`config.mk`:
```
export PLATFORM = sky130hd
export DESIGN_NAME = tpb_arbiter
export DESIGN_NICKNAME = d
export VERILOG_FILES = /design/src/rtl/tpb_pkg.sv /design/src/rtl/tpb_rst_sync.sv /design/src/rtl/tpb_cursor.sv /design/src/rtl/tpb_owner.sv /design/src/rtl/tpb_rd_mux.sv /design/src/rtl/tpb_arbiter.sv
export SDC_FILE = /design/constraint.sdc
export NUM_CORES = 1
export LEC_CHECK = 0
export BUFFER_PORTS_ARGS = -buffer_cell sky130_fd_sc_hd__buf_2
export CAP_MARGIN = 40
export CORE_MARGIN = 3
export CORE_UTILIZATION = 34
export CTS_BUF_LIST = sky130_fd_sc_hd__clkbuf_8
export DETAILED_ROUTE_END_ITERATION = 6
export MAX_ROUTING_LAYER = met4
export PLACE_DENSITY_LB_ADDON = 0.12
export SETUP_SLACK_MARGIN = 0.5
export SYNTH_ARGS = -nofsm -noshare
export SYNTH_HDL_FRONTEND = slang
export SYNTH_HIERARCHICAL = 1
export SYNTH_SLANG_ARGS = --single-unit
```
`constraint.sdc`:
```
create_clock -name clk -period 1.8 [get_ports clk]
set_clock_uncertainty 0.15 [all_clocks]
set_input_delay 0.54 -clock clk [delete_from_list [all_inputs] [get_ports clk]]
set_output_delay 0.54 -clock clk [all_outputs]
set_load 0.02 [all_outputs]
```
`src/rtl/tpb_pkg.sv`:
```
package tpb_pkg;

  // Ownership state of one block buffer
  typedef enum logic [1:0] {
    BUF_EMPTY = 2'd0,
    BUF_FILL  = 2'd1,
    BUF_FULL  = 2'd2
  } buf_st_t;

  localparam int NUM_BUF = 2;

endpackage

```
`src/rtl/tpb_rst_sync.sv`:
```
module tpb_rst_sync (
  input  logic clk,
  input  logic rst_n,
  output logic rst_sync_n
);

  logic [1:0] sync_q;
  logic [1:0] sync_d;

  always_comb begin
    sync_d = {sync_q[0], 1'b1};
  end

  always_ff @(posedge clk or negedge rst_n) begin
    if (!rst_n) begin
      sync_q <= 2'b00;
    end else begin
      sync_q <= sync_d;
    end
  end

  assign rst_sync_n = sync_q[1];

endmodule

```
`src/rtl/tpb_cursor.sv`:
```
module tpb_cursor #(
  parameter int BLK_DIM   = 8,
  parameter bit TRANSPOSE = 1'b0,
  localparam int DEPTH    = BLK_DIM * BLK_DIM,
  localparam int ADDR_W   = $clog2(DEPTH)
) (
  input  logic              clk,
  input  logic              rst_n,
  input  logic              adv,
  output logic [ADDR_W-1:0] addr,
  output logic              last
);

  localparam int LINE_W = $clog2(BLK_DIM);

  logic [ADDR_W-1:0] cnt_q;
  logic [ADDR_W-1:0] cnt_d;

  always_comb begin
    cnt_d = cnt_q;
    if (adv) begin
      cnt_d = (cnt_q == ADDR_W'(DEPTH - 1)) ? '0 : cnt_q + 1'b1;
    end
  end

  always_ff @(posedge clk or negedge rst_n) begin
    if (!rst_n) begin
      cnt_q <= '0;
    end else if (adv) begin
      cnt_q <= cnt_d;
    end
  end

  assign last = (cnt_q == ADDR_W'(DEPTH - 1));

  generate
    if (TRANSPOSE) begin : g_col
      // low count bits pick the row, high bits pick the column
      assign addr = {cnt_q[LINE_W-1:0], cnt_q[ADDR_W-1:LINE_W]};
    end else begin : g_row
      assign addr = cnt_q;
    end
  endgenerate

endmodule

```
`src/rtl/tpb_owner.sv`:
```
module tpb_owner
  import tpb_pkg::*;
(
  input  logic clk,
  input  logic rst_n,
  input  logic wr_req,
  input  logic wr_step,
  input  logic wr_last,
  input  logic rd_req,
  input  logic rd_step,
  input  logic rd_last,
  output logic wr_gnt,
  output logic wr_sel,
  output logic rd_gnt,
  output logic rd_sel
);

  buf_st_t st_q [NUM_BUF];
  buf_st_t st_d [NUM_BUF];

  logic wr_act_q, wr_act_d, wr_buf_q, wr_buf_d;
  logic rd_act_q, rd_act_d, rd_buf_q, rd_buf_d;
  logic wr_done, rd_done, wr_tgt, rd_tgt, wr_claim, rd_claim;
  logic [NUM_BUF-1:0] free_w;
  logic [NUM_BUF-1:0] ready_r;

  always_comb begin
    wr_done = wr_act_q & wr_step & wr_last;
    rd_done = rd_act_q & rd_step & rd_last;
    wr_tgt  = wr_buf_q ^ wr_done;
    rd_tgt  = rd_buf_q ^ rd_done;
  end

  generate
    for (genvar b = 0; b < NUM_BUF; b++) begin : g_buf
      // a buffer counts as free / ready if it becomes so at this edge
      assign free_w[b]  = (st_q[b] == BUF_EMPTY) | (rd_done & (rd_buf_q == 1'(b)));
      assign ready_r[b] = (st_q[b] == BUF_FULL)  | (wr_done & (wr_buf_q == 1'(b)));

      always_comb begin
        st_d[b] = st_q[b];
        if (rd_done && rd_buf_q == 1'(b)) st_d[b] = BUF_EMPTY;
        if (wr_done && wr_buf_q == 1'(b)) st_d[b] = BUF_FULL;
        if (wr_claim && wr_tgt == 1'(b))  st_d[b] = BUF_FILL;
      end

      always_ff @(posedge clk or negedge rst_n) begin
        if (!rst_n) begin
          st_q[b] <= BUF_EMPTY;
        end else begin
          st_q[b] <= st_d[b];
        end
      end
    end
  endgenerate

  always_comb begin
    wr_claim = wr_req & free_w[wr_tgt]  & (~wr_act_q | wr_done);
    rd_claim = rd_req & ready_r[rd_tgt] & (~rd_act_q | rd_done);
    wr_act_d = (wr_act_q & ~wr_done) | wr_claim;
    rd_act_d = (rd_act_q & ~rd_done) | rd_claim;
    wr_buf_d = wr_tgt;
    rd_buf_d = rd_tgt;
  end

  always_ff @(posedge clk or negedge rst_n) begin
    if (!rst_n) begin
      wr_act_q <= 1'b0;
      wr_buf_q <= 1'b0;
      rd_act_q <= 1'b0;
      rd_buf_q <= 1'b0;
    end else begin
      wr_act_q <= wr_act_d;
      wr_buf_q <= wr_buf_d;
      rd_act_q <= rd_act_d;
      rd_buf_q <= rd_buf_d;
    end
  end

  assign wr_gnt = wr_act_q;
  assign wr_sel = wr_buf_q;
  assign rd_gnt = rd_act_q;
  assign rd_sel = rd_buf_q;


  owners_apart_chk: assert property (@(posedge clk) disable iff (!rst_n)
    (wr_act_q && rd_act_q) |-> (wr_buf_q != rd_buf_q));


  writer_holds_fill_chk: assert property (@(posedge clk) disable iff (!rst_n)
    wr_act_q |-> (st_q[wr_buf_q] == BUF_FILL));


  reader_holds_full_chk: assert property (@(posedge clk) disable iff (!rst_n)
    rd_act_q |-> (st_q[rd_buf_q] == BUF_FULL));


  wr_alternate_chk: assert property (@(posedge clk) disable iff (!rst_n)
    (wr_act_q && wr_step && wr_last) |=> (wr_buf_q != $past(wr_buf_q)));


  rd_alternate_chk: assert property (@(posedge clk) disable iff (!rst_n)
    (rd_act_q && rd_step && rd_last) |=> (rd_buf_q != $past(rd_buf_q)));

endmodule

```
`src/rtl/tpb_rd_mux.sv`:
```
module tpb_rd_mux #(
  parameter int DATA_W = 14
) (
  input  logic              clk,
  input  logic              rst_n,
  input  logic              rd_fire,
  input  logic              rd_sel,
  input  logic [DATA_W-1:0] rdata0,
  input  logic [DATA_W-1:0] rdata1,
  output logic [DATA_W-1:0] rd_q,
  output logic              rd_q_vld
);

  logic sel_q, sel_d, vld_q, vld_d;

  always_comb begin
    vld_d = rd_fire;
    sel_d = rd_fire ? rd_sel : sel_q;
  end

  always_ff @(posedge clk or negedge rst_n) begin
    if (!rst_n) begin
      vld_q <= 1'b0;
      sel_q <= 1'b0;
    end else begin
      vld_q <= vld_d;
      sel_q <= sel_d;
    end
  end

  assign rd_q     = sel_q ? rdata1 : rdata0;
  assign rd_q_vld = vld_q;

endmodule

```
`src/rtl/tpb_arbiter.sv`:
```
module tpb_arbiter #(
  parameter int  DATA_W  = 14,
  parameter int  BLK_DIM = 8,
  localparam int ADDR_W  = $clog2(BLK_DIM * BLK_DIM)
) (
  input  logic              clk,
  input  logic              rst_n,
  input  logic              wr_req,
  input  logic              wr_vld,
  input  logic [DATA_W-1:0] wr_data,
  output logic              wr_gnt,
  output logic              wr_sel,
  input  logic              rd_req,
  input  logic              rd_en,
  output logic              rd_gnt,
  output logic              rd_sel,
  output logic [1:0]        ram_we,
  output logic [ADDR_W-1:0] ram_waddr,
  output logic [DATA_W-1:0] ram_wdata,
  output logic [1:0]        ram_re,
  output logic [ADDR_W-1:0] ram_raddr,
  input  logic [DATA_W-1:0] ram_rdata0,
  input  logic [DATA_W-1:0] ram_rdata1,
  output logic [DATA_W-1:0] rd_q,
  output logic              rd_q_vld
);

  logic rst_sync_n;
  logic wr_fire, rd_fire, wr_last, rd_last;

  tpb_rst_sync u_rst (
    .clk        (clk),
    .rst_n      (rst_n),
    .rst_sync_n (rst_sync_n)
  );

  assign wr_fire = wr_vld & wr_gnt;
  assign rd_fire = rd_en & rd_gnt;

  tpb_owner u_owner (
    .clk     (clk),
    .rst_n   (rst_sync_n),
    .wr_req  (wr_req),
    .wr_step (wr_fire),
    .wr_last (wr_last),
    .rd_req  (rd_req),
    .rd_step (rd_fire),
    .rd_last (rd_last),
    .wr_gnt  (wr_gnt),
    .wr_sel  (wr_sel),
    .rd_gnt  (rd_gnt),
    .rd_sel  (rd_sel)
  );

  tpb_cursor #(.BLK_DIM(BLK_DIM), .TRANSPOSE(1'b0)) u_wcur (
    .clk   (clk),
    .rst_n (rst_sync_n),
    .adv   (wr_fire),
    .addr  (ram_waddr),
    .last  (wr_last)
  );

  tpb_cursor #(.BLK_DIM(BLK_DIM), .TRANSPOSE(1'b1)) u_rcur (
    .clk   (clk),
    .rst_n (rst_sync_n),
    .adv   (rd_fire),
    .addr  (ram_raddr),
    .last  (rd_last)
  );

  generate
    for (genvar b = 0; b < 2; b++) begin : g_en
      assign ram_we[b] = wr_fire & (wr_sel == 1'(b));
      assign ram_re[b] = rd_fire & (rd_sel == 1'(b));
    end
  endgenerate

  assign ram_wdata = wr_data;

  tpb_rd_mux #(.DATA_W(DATA_W)) u_rmux (
    .clk      (clk),
    .rst_n    (rst_sync_n),
    .rd_fire  (rd_fire),
    .rd_sel   (rd_sel),
    .rdata0   (ram_rdata0),
    .rdata1   (ram_rdata1),
    .rd_q     (rd_q),
    .rd_q_vld (rd_q_vld)
  );


  port_buf_split_chk: assert property (@(posedge clk) disable iff (!rst_sync_n)
    ((|ram_we) && (|ram_re)) |-> (ram_we != ram_re));


  rd_row_start_chk: assert property (@(posedge clk) disable iff (!rst_sync_n)
    ($rose(rd_gnt) && rd_en) |-> (ram_raddr == '0));

endmodule

```
==> results of run 1 <==
==> stage by stage <==
step                setup WS [ps]  cell area [um^2]
global route               -246.4              2895
detailed placement         -183.5              2131
global placement           -172.8              2131
finish                     -192.4              2895
floorplan                  -72.06              1777
CTS                        -193.6              2630
==> path summary, 6_finish.rpt <==
kind	startpoint	to	slack, ps	cells past startpoint
max	u_rmux/sel_q$_DFFE_PN0P_	rd_q[11]	-190	3
min	u_rst/sync_q[1]$_DFF_PN0_	u_owner/st_q[1]$_DFFE_PN0P_	70	1
max reg2reg	u_rcur/cnt_q[0]$_DFFE_PN0P_	u_owner/rd_gnt$_DFF_PN0_	-60	8
min reg2reg	u_rst/sync_q[1]$_DFF_PN0_	u_owner/st_q[1]$_DFFE_PN0P_	70	1
max in group asynchronous	u_rst/sync_q[1]$_DFF_PN0_	u_wcur/addr[1]$_DFFE_PN0P_	720	1
min in group clk	u_rst/sync_q[0]$_DFF_PN0_	u_rst/sync_q[1]$_DFF_PN0_	210	0
==> state kept, by name (all words and copies together), names as in the netlist <==
name / count
u_rcur/cnt_q: 6
u_wcur/addr: 6
u_owner/st_q: 4
u_rst/sync_q: 2
u_owner/rd_gnt: 1
u_owner/rd_sel: 1
u_owner/wr_gnt: 1
u_owner/wr_sel: 1
u_rmux/rd_q_vld: 1
u_rmux/sel_q: 1
==> layout make-up <==
class                      instances  area share (%)
tap                               50           2.161
timing repair buffer             125           38.50
inverter                           8           1.037
multi-input combinational         92           35.35
sequential                        24           21.05
clock buffer                       4           1.901
==> metal layers <==
layer  vias up  wire (um)  part of all wire (%)
met5         -          0                     0
met4         0         29                  0.65
met3         6        436                   9.8
met2        68       2374                    53
met1       688       1609                    36
li1        700          -                     -
==> logic make-up after synthesis <==
group	synth area share, %
multiplexers	14.88
AO/OA/AOI/OAI	10.66
buffers and inverters	10.99
flip-flops	39.67
AND/OR/NAND/NOR	14.30
other	0.2477
XOR/XNOR	3.471
adder cells (fa/ha/maj)	5.785
==> repair_timing <==
item / 4_1_cts / 5_1_grt
hold endpoints to repair: 8 / 0
pin swaps: 9 / 8
hold buffers: 2 / 0
endpoints found under the setup margin: 52 / 54
buffers inserted: 19 / 12
gates cloned: 0 / 0
resized for setup: 83 / 41
==> layout by cell type (no fill, tap or decap), drive strengths merged, types with 2 or more instances in the layout <==
master       synthesis  final
buf                 16    123
dfrtp               24     24
mux2                17     17
nand2               12     12
inv                  8      8
ha                   7      7
and3                 6      6
xnor2                6      6
nor2                 6      6
o21ai                5      5
and2                 5      5
clkbuf               0      4
o31ai                4      4
nand3                4      4
dlygate4sd3          0      2
o21bai               2      2
a31oi                2      2
nand4                2      2
o211ai               2      2
a21oi                2      2
or3                  2      2
and3b                2      2
==> power breakdown <==
| part | switching (W) | internal (W) | leakage, nW | total [W] |
|---|---|---|---|---|
| Clock | 0.000170 | 0.000195 | 0.0288 | 0.000365 |
| Sequential | 0.000172 | 0.000721 | 0.270 | 0.000892 |
| Combinational | 0.00111 | 0.00156 | 1.10 | 0.00267 |
==> reports/summary.log, run 1 <==
[power_and_ir_drop] static leakage 1.394 nW
[grt] GRT met1 Usage 16.58%
[timing] final count of negative-setup-slack endpoints 17
[floorplanning] full die area 5290 um^2
[layout] final cell utilization of the core 69.87%
[worst_setup_path] cell family contributing the most delay on the critical path flip-flops
[layout] share of final-layout standard cells stronger than drive strength 1 74.31%
[timing] worst hold slack 72.62 ps
[yosys] count of state elements after synthesis 24
[floorplanning] I/O pin cnt 97
[yosys] cell types with the highest counts after synthesis sky130_fd_sc_hd__dfrtp_1, sky130_fd_sc_hd__buf_4, sky130_fd_sc_hd__nand2_1
[grt] initial antenna violation count 0
[yosys] top area cells in the synthesized netlist sky130_fd_sc_hd__dfrtp_1, sky130_fd_sc_hd__mux2_4, sky130_fd_sc_hd__buf_4, sky130_fd_sc_hd__mux2_2, sky130_fd_sc_hd__ha_1
[routing] number of DRC violations after detailed routing 0
[status] violations in the final reports setup timing
[yosys] cell with the most instances after synthesis sky130_fd_sc_hd__dfrtp_1
[yosys] distinct cell type count after synthesis 32
[placed_design] cell count after placement 266
[yosys] top cell type by total area after synthesis sky130_fd_sc_hd__dfrtp_1
[grt] met3 Resource Use GR 3.994%
[power_and_ir_drop] total power density per cell area 1356 nW/um^2
[cts] number of clock sinks 24
[timing] setup_tns -2576 ps
[timing] Achievable Freq 501.9 MHz
[power_and_ir_drop] overall power consumption 0.003927 W
[timing] crit path setup slack, layout -192.4 ps
[timing] period utilisation layout 110.7%
[grt] global routing's busiest layer met2
[layout] filler instances 308
[worst_setup_path] number of buffers and inverters on the critical path 2
[grt] via count of the first global-routing pass 1454
[routing] number of design-rule violations left by the first detailed-router iteration 10
[worst_setup_path] Worst Path Required 1110 ps
[routing] first-pass detailed-route iteration total 4
[floorplanning] Starting Density 36.53%
[yosys] async set-or-reset flop fraction in the synthesized netlist 100.0%
[yosys] main flop type after synthesis sky130_fd_sc_hd__dfrtp_1
[grt] wire length of the first global-routing pass 6.637 mm
[cts] root buffer selected by CTS sky130_fd_sc_hd__clkbuf_8
[routing] Post-DRT Antenna Nets 0
[timing] Max Transition Viols Final 0
[cts] clock latency at the later pin of the worst-skew pair 260 ps
[worst_setup_path] critical path startpoint category flip-flop
[placed_design] I/O Buffers 68
[cts] clock tree from TritonCTS built
[worst_setup_path] class of the most critical setup path reg -> out
[yosys] count of flip-flops with a built-in enable after synthesis 0
[cts] total clock buffers created by CTS 3
[placed_design] placed wire-length estimate 2.993 mm
[job] max cap viols 0
[cts] CTS Buffer Depth 2
[grt] global-route total usage across every layer 16.11%
[floorplanning] Die Y-Extent 72.73 um
[worst_setup_path] cell at the slowest stage of the critical path sky130_fd_sc_hd__dfrtp_1
[yosys] Yosys top cell area share 39.67%
[timing] crit path time final 1992 ps
[layout] Layout area overhead 91.24%
[floorplanning] Core ar. 4144 um^2
[routing] Vias 1462
[routing] Via density 4.825
[grt] pin count of the biggest net entering global routing 17
[min_path] type of the tightest min-delay check reg -> async
[floorplanning] # rows 23
[status] result of the run complete, but fails checks
[yosys] post-synthesis net count 195
[yosys] synthesized area per cell 10.81 um^2
[floorplanning] horizontal die dimension 72.73 um
[layout] Register Area 609.3 um^2
[grt] Global Route met2 Usage 30.66%
[yosys] fraction of the yosys area taken by sequential cells 39.67%
[power_and_ir_drop] highest ir drop seen on vdd 0.8098 mV
[layout] area taken by multi-input logic gates 1023 um^2
[cts] Worst-path clk slew 90 ps
[routing] final wirelength 4.450 mm
[routing] detailed-route wire length per cell 14.69 um
[worst_setup_path] Crit path arrival time 1300 ps
[worst_setup_path] Worst Setup End Kind output port
[layout] number of nets in the layout 309
[timing] total count of hold-check failures in the final report 0
[placed_design] global placement routability congestion 0.8282
[grt] total grt overflow 0
[yosys] number of cells produced by synthesis 140
[worst_setup_path] cells along the critical path buf_12, mux2_4, buf_2
[timing] unrepaired setup endpoints after global routing yes
[layout] Non-Filler Instances 303
[yosys] Synth Warn # 6
[layout] number of antenna repair diodes 0
[cts] level count of the clock H-tree 1
[yosys] Post-Synthesis Cell Area 1514 um^2
[worst_setup_path] delay of the slowest critical-path stage 420 ps
[worst_setup_path] maximum fanout along the worst path 14
No activity file was read; power rests on OpenSTA's default activity.
==> run 2: changes to the inputs <==
CELL_PAD_IN_SITES_DETAIL_PLACEMENT = 1   (was not set)
CELL_PAD_IN_SITES_GLOBAL_PLACEMENT = 1   (was not set)
CORE_UTILIZATION = 30   (was 34)
CTS_BUF_LIST = not set   (was sky130_fd_sc_hd__clkbuf_8)
==> reports/summary.log, run 2 (synthesized netlist as in run 1, its figures left out) <==
[routing] detailed-route wire length per cell 19.58 um [was 14.69 um]
[cts] clock latency at the later pin of the worst-skew pair 280 ps [was 260 ps]
[layout] number of antenna repair diodes 0 [unchanged]
[worst_setup_path] delay of the slowest critical-path stage 410 ps [was 420 ps]
[placed_design] global placement routability congestion 0.8416 [was 0.8282]
[routing] Vias 1584 [was 1462]
[cts] level count of the clock H-tree 1 [unchanged]
[worst_setup_path] Worst R2R Setup Slack -180 ps [was -60 ps]
[power_and_ir_drop] static leakage 1.498 nW [was 1.394 nW]
[routing] Post-DRT Antenna Nets 0 [unchanged]
[timing] final count of negative-setup-slack endpoints 22 [was 17]
[status] result of the run complete, but fails checks [unchanged]
[worst_setup_path] startpoint of the worst-slack reg-to-reg timing path u_rcur/cnt_q[0]$_DFFE_PN0P_ [unchanged]
[worst_setup_path] critical path startpoint category flip-flop [unchanged]
[cts] total clock buffers created by CTS 3 [unchanged]
[worst_setup_path] startpoint of the worst setup timing path u_rmux/sel_q$_DFFE_PN0P_ [unchanged]
[timing] setup_tns -3294 ps [was -2576 ps]
[worst_setup_path] number of buffers and inverters on the critical path 2 [unchanged]
[floorplanning] full die area 5935 um^2 [was 5290 um^2]
[status] violations in the final reports setup timing [unchanged]
[power_and_ir_drop] highest ir drop seen on vdd 0.7996 mV [was 0.8098 mV]
[grt] wire length of the first global-routing pass 8.500 mm [was 6.637 mm]
[grt] total grt overflow 0 [unchanged]
[floorplanning] Starting Density 31.63% [was 36.53%]
[worst_setup_path] endpoint of the most critical register-to-register path u_owner/st_q[3]$_DFFE_PN0P_ [was u_owner/rd_gnt$_DFF_PN0_]
[timing] crit path setup slack, layout -206.9 ps [was -192.4 ps]
[floorplanning] Core ar. 4786 um^2 [was 4144 um^2]
[job] max cap viols 0 [unchanged]
[grt] pin count of the biggest net entering global routing 17 [unchanged]
[cts] Worst-path clk slew 90 ps [about the same]
[placed_design] placed wire-length estimate 3.498 mm [was 2.993 mm]
[power_and_ir_drop] total power density per cell area 1415 nW/um^2 [was 1356 nW/um^2]
[timing] period utilisation layout 111.5% [was 110.7%]
[placed_design] instance area at placement 2152 um^2 [was 2131 um^2]
[worst_setup_path] Worst Path Required 1110 ps [about the same]
[layout] Layout area overhead 102.7% [was 91.24%]
[floorplanning] Die Y-Extent 77.04 um [was 72.73 um]
[layout] top library cells by usage in the layout, fill and taps aside sky130_fd_sc_hd__buf_6, sky130_fd_sc_hd__buf_2, sky130_fd_sc_hd__buf_4, sky130_fd_sc_hd__dfrtp_1, sky130_fd_sc_hd__mux2_4 [unchanged]
[worst_setup_path] cell at the slowest stage of the critical path sky130_fd_sc_hd__dfrtp_1 [unchanged]
[routing] number of DRC violations after detailed routing 0 [unchanged]
[routing] number of design-rule violations left by the first detailed-router iteration 34 [was 10]
[placed_design] I/O Buffers 68 [unchanged]
[cts] root buffer selected by CTS sky130_fd_sc_hd__clkbuf_8 [unchanged]
[layout] filler instances 497 [was 308]
[timing] Achievable Freq 498.3 MHz [was 501.9 MHz]
[worst_setup_path] class of the most critical setup path reg -> out [unchanged]
[cts] CTS Buffer Depth 2 [unchanged]
[worst_setup_path] logic depth of the worst path, buffers included 3 [unchanged]
[worst_setup_path] cells along the critical path buf_12, mux2_4, buf_2 [unchanged]
[grt] via count of the first global-routing pass 1733 [was 1454]
[placed_design] cell count after placement 283 [was 266]
[worst_setup_path] Crit path arrival time 1320 ps [was 1300 ps]
[grt] global-route total usage across every layer 18.31% [was 16.11%]
[timing] Max Transition Viols Final 0 [unchanged]
[layout] share of final-layout standard cells stronger than drive strength 1 78.08% [was 74.31%]
[floorplanning] # rows 25 [was 23]
[worst_setup_path] Worst Setup End Kind output port [unchanged]
[layout] Non-Filler Instances 327 [was 303]
[worst_setup_path] Register-to-Register Path Depth 8 [unchanged]
[routing] final wirelength 6.402 mm [was 4.450 mm]
[floorplanning] horizontal die dimension 77.04 um [was 72.73 um]
[routing] Via density 4.844 [was 4.825]
[timing] crit path time final 2007 ps [was 1992 ps]
[worst_setup_path] maximum fanout along the worst path 14 [unchanged]
[worst_setup_path] cell family contributing the most delay on the critical path flip-flops [unchanged]
[layout] Final Cell Area 3069 um^2 [was 2895 um^2]
[timing] total count of hold-check failures in the final report 0 [unchanged]
[routing] first-pass detailed-route iteration total 4 [unchanged]
[floorplanning] I/O pin cnt 97 [unchanged]
[placed_design] worst slack, placed -198.0 ps [was -183.5 ps]
[layout] most common cell after layout, fill and taps aside sky130_fd_sc_hd__buf_6 [unchanged]
[min_path] type of the tightest min-delay check reg -> async [unchanged]
[cts] clock tree from TritonCTS built [unchanged]
[grt] initial antenna violation count 0 [unchanged]
[layout] number of nets in the layout 316 [was 309]
[cts] number of clock sinks 24 [unchanged]
[timing] unrepaired setup endpoints after global routing yes [unchanged]
==> run 2: cell types whose count changed in the layout (fill, tap and decap cells not counted), moves of 2 or more <==
cell / previous run / this run
sky130_fd_sc_hd__xnor2_1: 4 / 1
sky130_fd_sc_hd__buf_4: 20 / 24
sky130_fd_sc_hd__buf_6: 63 / 65
sky130_fd_sc_hd__nand2_4: 1 / 4
sky130_fd_sc_hd__nand3_4: 2 / 4
sky130_fd_sc_hd__xnor2_2: 1 / 4
sky130_fd_sc_hd__nor2_4: 1 / 3
sky130_fd_sc_hd__nand2_1: 9 / 7
==> run 2: area by class of cell <==
cell class | instances | area, um^2 | share of cell area, %
clock buffers | 4 | 55.05 | 1.794
multi-input cells | 92 | 1091 | 35.55
flip-flops and latches | 24 | 609.3 | 19.85
inverters | 8 | 32.53 | 1.060
well taps | 67 | 83.83 | 2.731
repair buffers | 132 | 1197 | 39.01
==> run 2: worst max-delay path by stage <==
stage	end	slack, ps
after floorplan	u_owner/rd_gnt$_DFF_PN0_	-70
final	rd_q[10]	-210
after detailed placement	u_owner/rd_gnt$_DFF_PN0_	-200
after global routing	rd_q[10]	-260
after CTS	rd_q[13]	-240
after global placement	u_owner/rd_gnt$_DFF_PN0_	-170
==> run 2: routing by layer <==
layer | vias to the layer above | global-route usage [%] | wire length (um)
li1 | 713 | - | -
met1 | 774 | 19.11 | 2288
met2 | 73 | 33.28 | 3572
met3 | 24 | 3.756 | 379
met4 | 0 | 7.829 | 161
met5 | - | - | 0
==> run 2: repair_timing <==
item | 4_1_cts | 5_1_grt
gates resized for setup | 98 | 46
hold buffers | 2 | 0
endpoints found under the hold margin | 8 | 0
endpoints found under the setup margin | 53 | 56
pin swaps | 19 | 21
setup buffers | 27 | 11
==> run 2: through the flow <==
step	util, %	power (W)	hold WS, ps
detailed placement	44.97	0.002578	-24.13
global placement	44.97	0.002492	-36.11
finish	64.13	0.004343	80.25
global route	64.13	0.004575	118.1
floorplan	-	0.002001	94.41
CTS	58.27	0.003778	72.26
==> run 2: where the power goes <==
| group | total, W | internal, W | switching [W] | leakage [nW] |
|---|---|---|---|---|
| clock | 0.000383 | 0.000196 | 0.000187 | 0.0288 |
| combinational | 0.00304 | 0.00174 | 0.00130 | 1.20 |
| sequential | 0.000922 | 0.000720 | 0.000201 | 0.270 |
==> run 3: changes to the inputs <==
REMOVE_ABC_BUFFERS = 1   (was not set)
clock period = 2.2 ns   (was 1.8 ns; I/O delays follow)
==> reports/summary.log, run 3 (synthesized netlist as in run 1, its figures left out) <==
[layout] final cell utilization of the core 54.30% [was 64.13%]
[grt] total grt overflow 0 [unchanged]
[layout] filler instances 528 [was 497]
[worst_setup_path] last element of the critical path rd_q[9] [was rd_q[10]]
[placed_design] global placement routability congestion 0.7659 [was 0.8416]
[worst_setup_path] cell family contributing the most delay on the critical path flip-flops [unchanged]
[power_and_ir_drop] relative contribution of sequential cells to total power 25.6% [was 21.2%]
[timing] total count of hold-check failures in the final report 0 [unchanged]
[routing] final wirelength 5.329 mm [was 6.402 mm]
[cts] total clock buffers created by CTS 3 [unchanged]
[layout] Layout area overhead 71.65% [was 102.7%]
[grt] via count of the first global-routing pass 1497 [was 1733]
[routing] Via density 4.739 [was 4.844]
[worst_setup_path] critical path startpoint category flip-flop [unchanged]
[placed_design] worst slack, placed -53.51 ps [was -198.0 ps]
[worst_setup_path] cell at the slowest stage of the critical path sky130_fd_sc_hd__dfrtp_2 [was sky130_fd_sc_hd__dfrtp_1]
[timing] period utilisation layout 96.82%
[routing] number of DRC violations after detailed routing 0 [unchanged]
[timing] crit path time final 2130 ps
[power_and_ir_drop] Internal Pwr Total 0.001830 W [was 0.002659 W]
[layout] number of antenna repair diodes 0 [unchanged]
[layout] share of final-layout standard cells stronger than drive strength 1 69.07% [was 78.08%]
[worst_setup_path] class of the most critical setup path reg -> out [unchanged]
[timing] crit path setup slack, layout 70.01 ps [was -206.9 ps]
[grt] wire length of the first global-routing pass 7.686 mm [was 8.500 mm]
[worst_setup_path] Crit path arrival time 1320 ps [about the same]
[cts] Worst-path clk slew 90 ps [about the same]
[floorplanning] # rows 25 [unchanged]
[worst_setup_path] Worst Path Required 1390 ps [was 1110 ps]
[cts] CTS Buffer Depth 2 [unchanged]
[cts] number of clock sinks 24 [unchanged]
[cts] level count of the clock H-tree 1 [unchanged]
[power_and_ir_drop] relative contribution of the clock network to total power 13.5% [was 8.8%]
[routing] Vias 1436 [was 1584]
[worst_setup_path] startpoint of the worst-slack reg-to-reg timing path u_wcur/addr[0]$_DFFE_PN0P_ [was u_rcur/cnt_q[0]$_DFFE_PN0P_]
[floorplanning] Die Y-Extent 77.04 um [unchanged]
[worst_setup_path] Worst Setup End Kind output port [unchanged]
[worst_setup_path] Register-to-Register Path Depth 8 [unchanged]
[worst_setup_path] delay of the slowest critical-path stage 450 ps [was 410 ps]
[timing] Achievable Freq 469.5 MHz
[worst_setup_path] endpoint of the most critical register-to-register path u_owner/st_q[3]$_DFFE_PN0P_ [unchanged]
[worst_setup_path] logic depth of the worst path, buffers included 3 [unchanged]
[floorplanning] I/O pin cnt 97 [unchanged]
[cts] root buffer selected by CTS sky130_fd_sc_hd__clkbuf_8 [unchanged]
[timing] unrepaired setup endpoints after global routing yes [unchanged]
[power_and_ir_drop] static leakage 1.257 nW [was 1.498 nW]
[worst_setup_path] number of buffers and inverters on the critical path 2 [unchanged]
[layout] number of nets in the layout 292 [was 316]
[grt] pin count of the biggest net entering global routing 23 [was 17]
[layout] most common cell after layout, fill and taps aside sky130_fd_sc_hd__buf_6 [unchanged]
[power_and_ir_drop] share of total power in combinational logic 60.9% [was 70.0%]
[routing] first-pass detailed-route iteration total 4 [unchanged]
[layout] top library cells by usage in the layout, fill and taps aside sky130_fd_sc_hd__buf_6, sky130_fd_sc_hd__buf_2, sky130_fd_sc_hd__buf_4, sky130_fd_sc_hd__dfrtp_1, sky130_fd_sc_hd__nand2_1 [was sky130_fd_sc_hd__buf_6, sky130_fd_sc_hd__buf_2, sky130_fd_sc_hd__buf_4, sky130_fd_sc_hd__dfrtp_1, sky130_fd_sc_hd__mux2_4]
[timing] Max Transition Viols Final 0 [unchanged]
[floorplanning] full die area 5935 um^2 [unchanged]
[power_and_ir_drop] total power density per cell area 1124 nW/um^2 [was 1415 nW/um^2]
[timing] setup_tns 0 ps [was -3294 ps]
[cts] clock tree from TritonCTS built [unchanged]
[routing] Post-DRT Antenna Nets 0 [unchanged]
[min_path] type of the tightest min-delay check reg -> async [unchanged]
[worst_setup_path] Worst R2R Setup Slack 300 ps [was -180 ps]
[power_and_ir_drop] switch share 37.35% [was 38.78%]
[worst_setup_path] maximum fanout along the worst path 7 [was 14]
[placed_design] placed wire-length estimate 3.358 mm [was 3.498 mm]
[floorplanning] Starting Density 31.63% [unchanged]
[floorplanning] horizontal die dimension 77.04 um [unchanged]
[placed_design] instance area at placement 1847 um^2 [was 2152 um^2]
[grt] global-route total usage across every layer 16.71% [was 18.31%]
[grt] initial antenna violation count 0 [unchanged]
[routing] detailed-route wire length per cell 17.59 um [was 19.58 um]
[power_and_ir_drop] highest ir drop seen on vdd 0.5445 mV [was 0.7996 mV]
[cts] clock latency at the later pin of the worst-skew pair 270 ps [was 280 ps]
[job] max cap viols 0 [unchanged]
[power_and_ir_drop] overall power consumption 0.002920 W [was 0.004343 W]
[power_and_ir_drop] switching power 0.001091 W [was 0.001684 W]
[floorplanning] Core ar. 4786 um^2 [unchanged]
[timing] final count of negative-setup-slack endpoints 0 [was 22]
[worst_setup_path] startpoint of the worst setup timing path u_rmux/sel_q$_DFFE_PN0P_ [unchanged]
[status] result of the run completed [was complete, but fails checks]
[placed_design] I/O Buffers 68 [unchanged]
[layout] Final Cell Area 2599 um^2 [was 3069 um^2]
[routing] number of design-rule violations left by the first detailed-router iteration 40 [was 34]
[worst_setup_path] cells along the critical path clkbuf_16, mux2_4, buf_6 [was buf_12, mux2_4, buf_2]
## run 3: changes by cell type in the layout (fill, tap and decap cells not counted), moves of 4 or more
cell,change
sky130_fd_sc_hd__buf_4,+7
sky130_fd_sc_hd__buf_6,-24
sky130_fd_sc_hd__mux2_2,+7
sky130_fd_sc_hd__mux2_4,-7
sky130_fd_sc_hd__nand2_1,+4
sky130_fd_sc_hd__nand3_4,-4
sky130_fd_sc_hd__o21ai_0,+4
sky130_fd_sc_hd__o21ai_1,-4
sky130_fd_sc_hd__xnor2_1,+5
sky130_fd_sc_hd__xnor2_2,-4
## run 3: how the worst min path moves through the flow
stage	slack (ps)	cells after the start	end
final	80	1	u_rmux/rd_q_vld$_DFF_PN0_
after global routing	120	1	u_rcur/cnt_q[4]$_DFFE_PN0P_
after CTS	90	1	u_rmux/rd_q_vld$_DFF_PN0_
after detailed placement	80	1	u_rmux/rd_q_vld$_DFF_PN0_
after global placement	80	1	u_rcur/cnt_q[4]$_DFFE_PN0P_
after floorplan	130	0	u_owner/rd_gnt$_DFF_PN0_
## run 3: repair_timing
item                                    CTS  global route
hold buffers                              1             0
resized for setup                        55            61
pin swaps                                11            11
endpoints found under the setup margin   37            39
endpoints found under the hold margin     2             0
cloned                                    0             1
setup buffers                            22            10
## run 3: power groups by stage
stage | registers [W] | logic (W) | clock network, W
floorplan | 0.000894 | 0.000494 | 0
global placement | 0.000740 | 0.000986 | 0
detailed placement | 0.000753 | 0.00101 | 0
CTS | 0.000721 | 0.00144 | 0.000405
global route | 0.000772 | 0.00191 | 0.000423
finish | 0.000749 | 0.00178 | 0.000394
## run 3: per-layer routing
metal | GRT usage, % | up-vias | wire [um] | part of all wire, %
li1 | - | 666 | - | -
met1 | 17.96 | 711 | 1924 | 36
met2 | 30.84 | 51 | 3079 | 58
met3 | 4.577 | 8 | 249 | 4.7
met4 | 3.203 | 0 | 76 | 1.4
met5 | - | - | 0 | 0
## run 3: metrics by stage
| step | hold WS [ps] | std cells |
|---|---|---|
| after floorplan | 130.3 | 124 |
| after CTS | 94.51 | 292 |
| after global routing | 123.2 | 303 |
| after detailed placement | 81.74 | 265 |
| final | 77.17 | 303 |
| after global placement | 82.36 | 265 |
## run 3: layout make-up
type                    count  area, um^2  share of cell area, %
clock buffers               3       41.29                  1.589
multi-input cells          92       888.4                  34.18
flip-flops and latches     24       610.6                  23.50
well taps                  67       83.83                  3.226
inverters                   8       30.03                  1.156
clock inverters             1       30.03                  1.156
repair buffers            108       914.6                  35.20
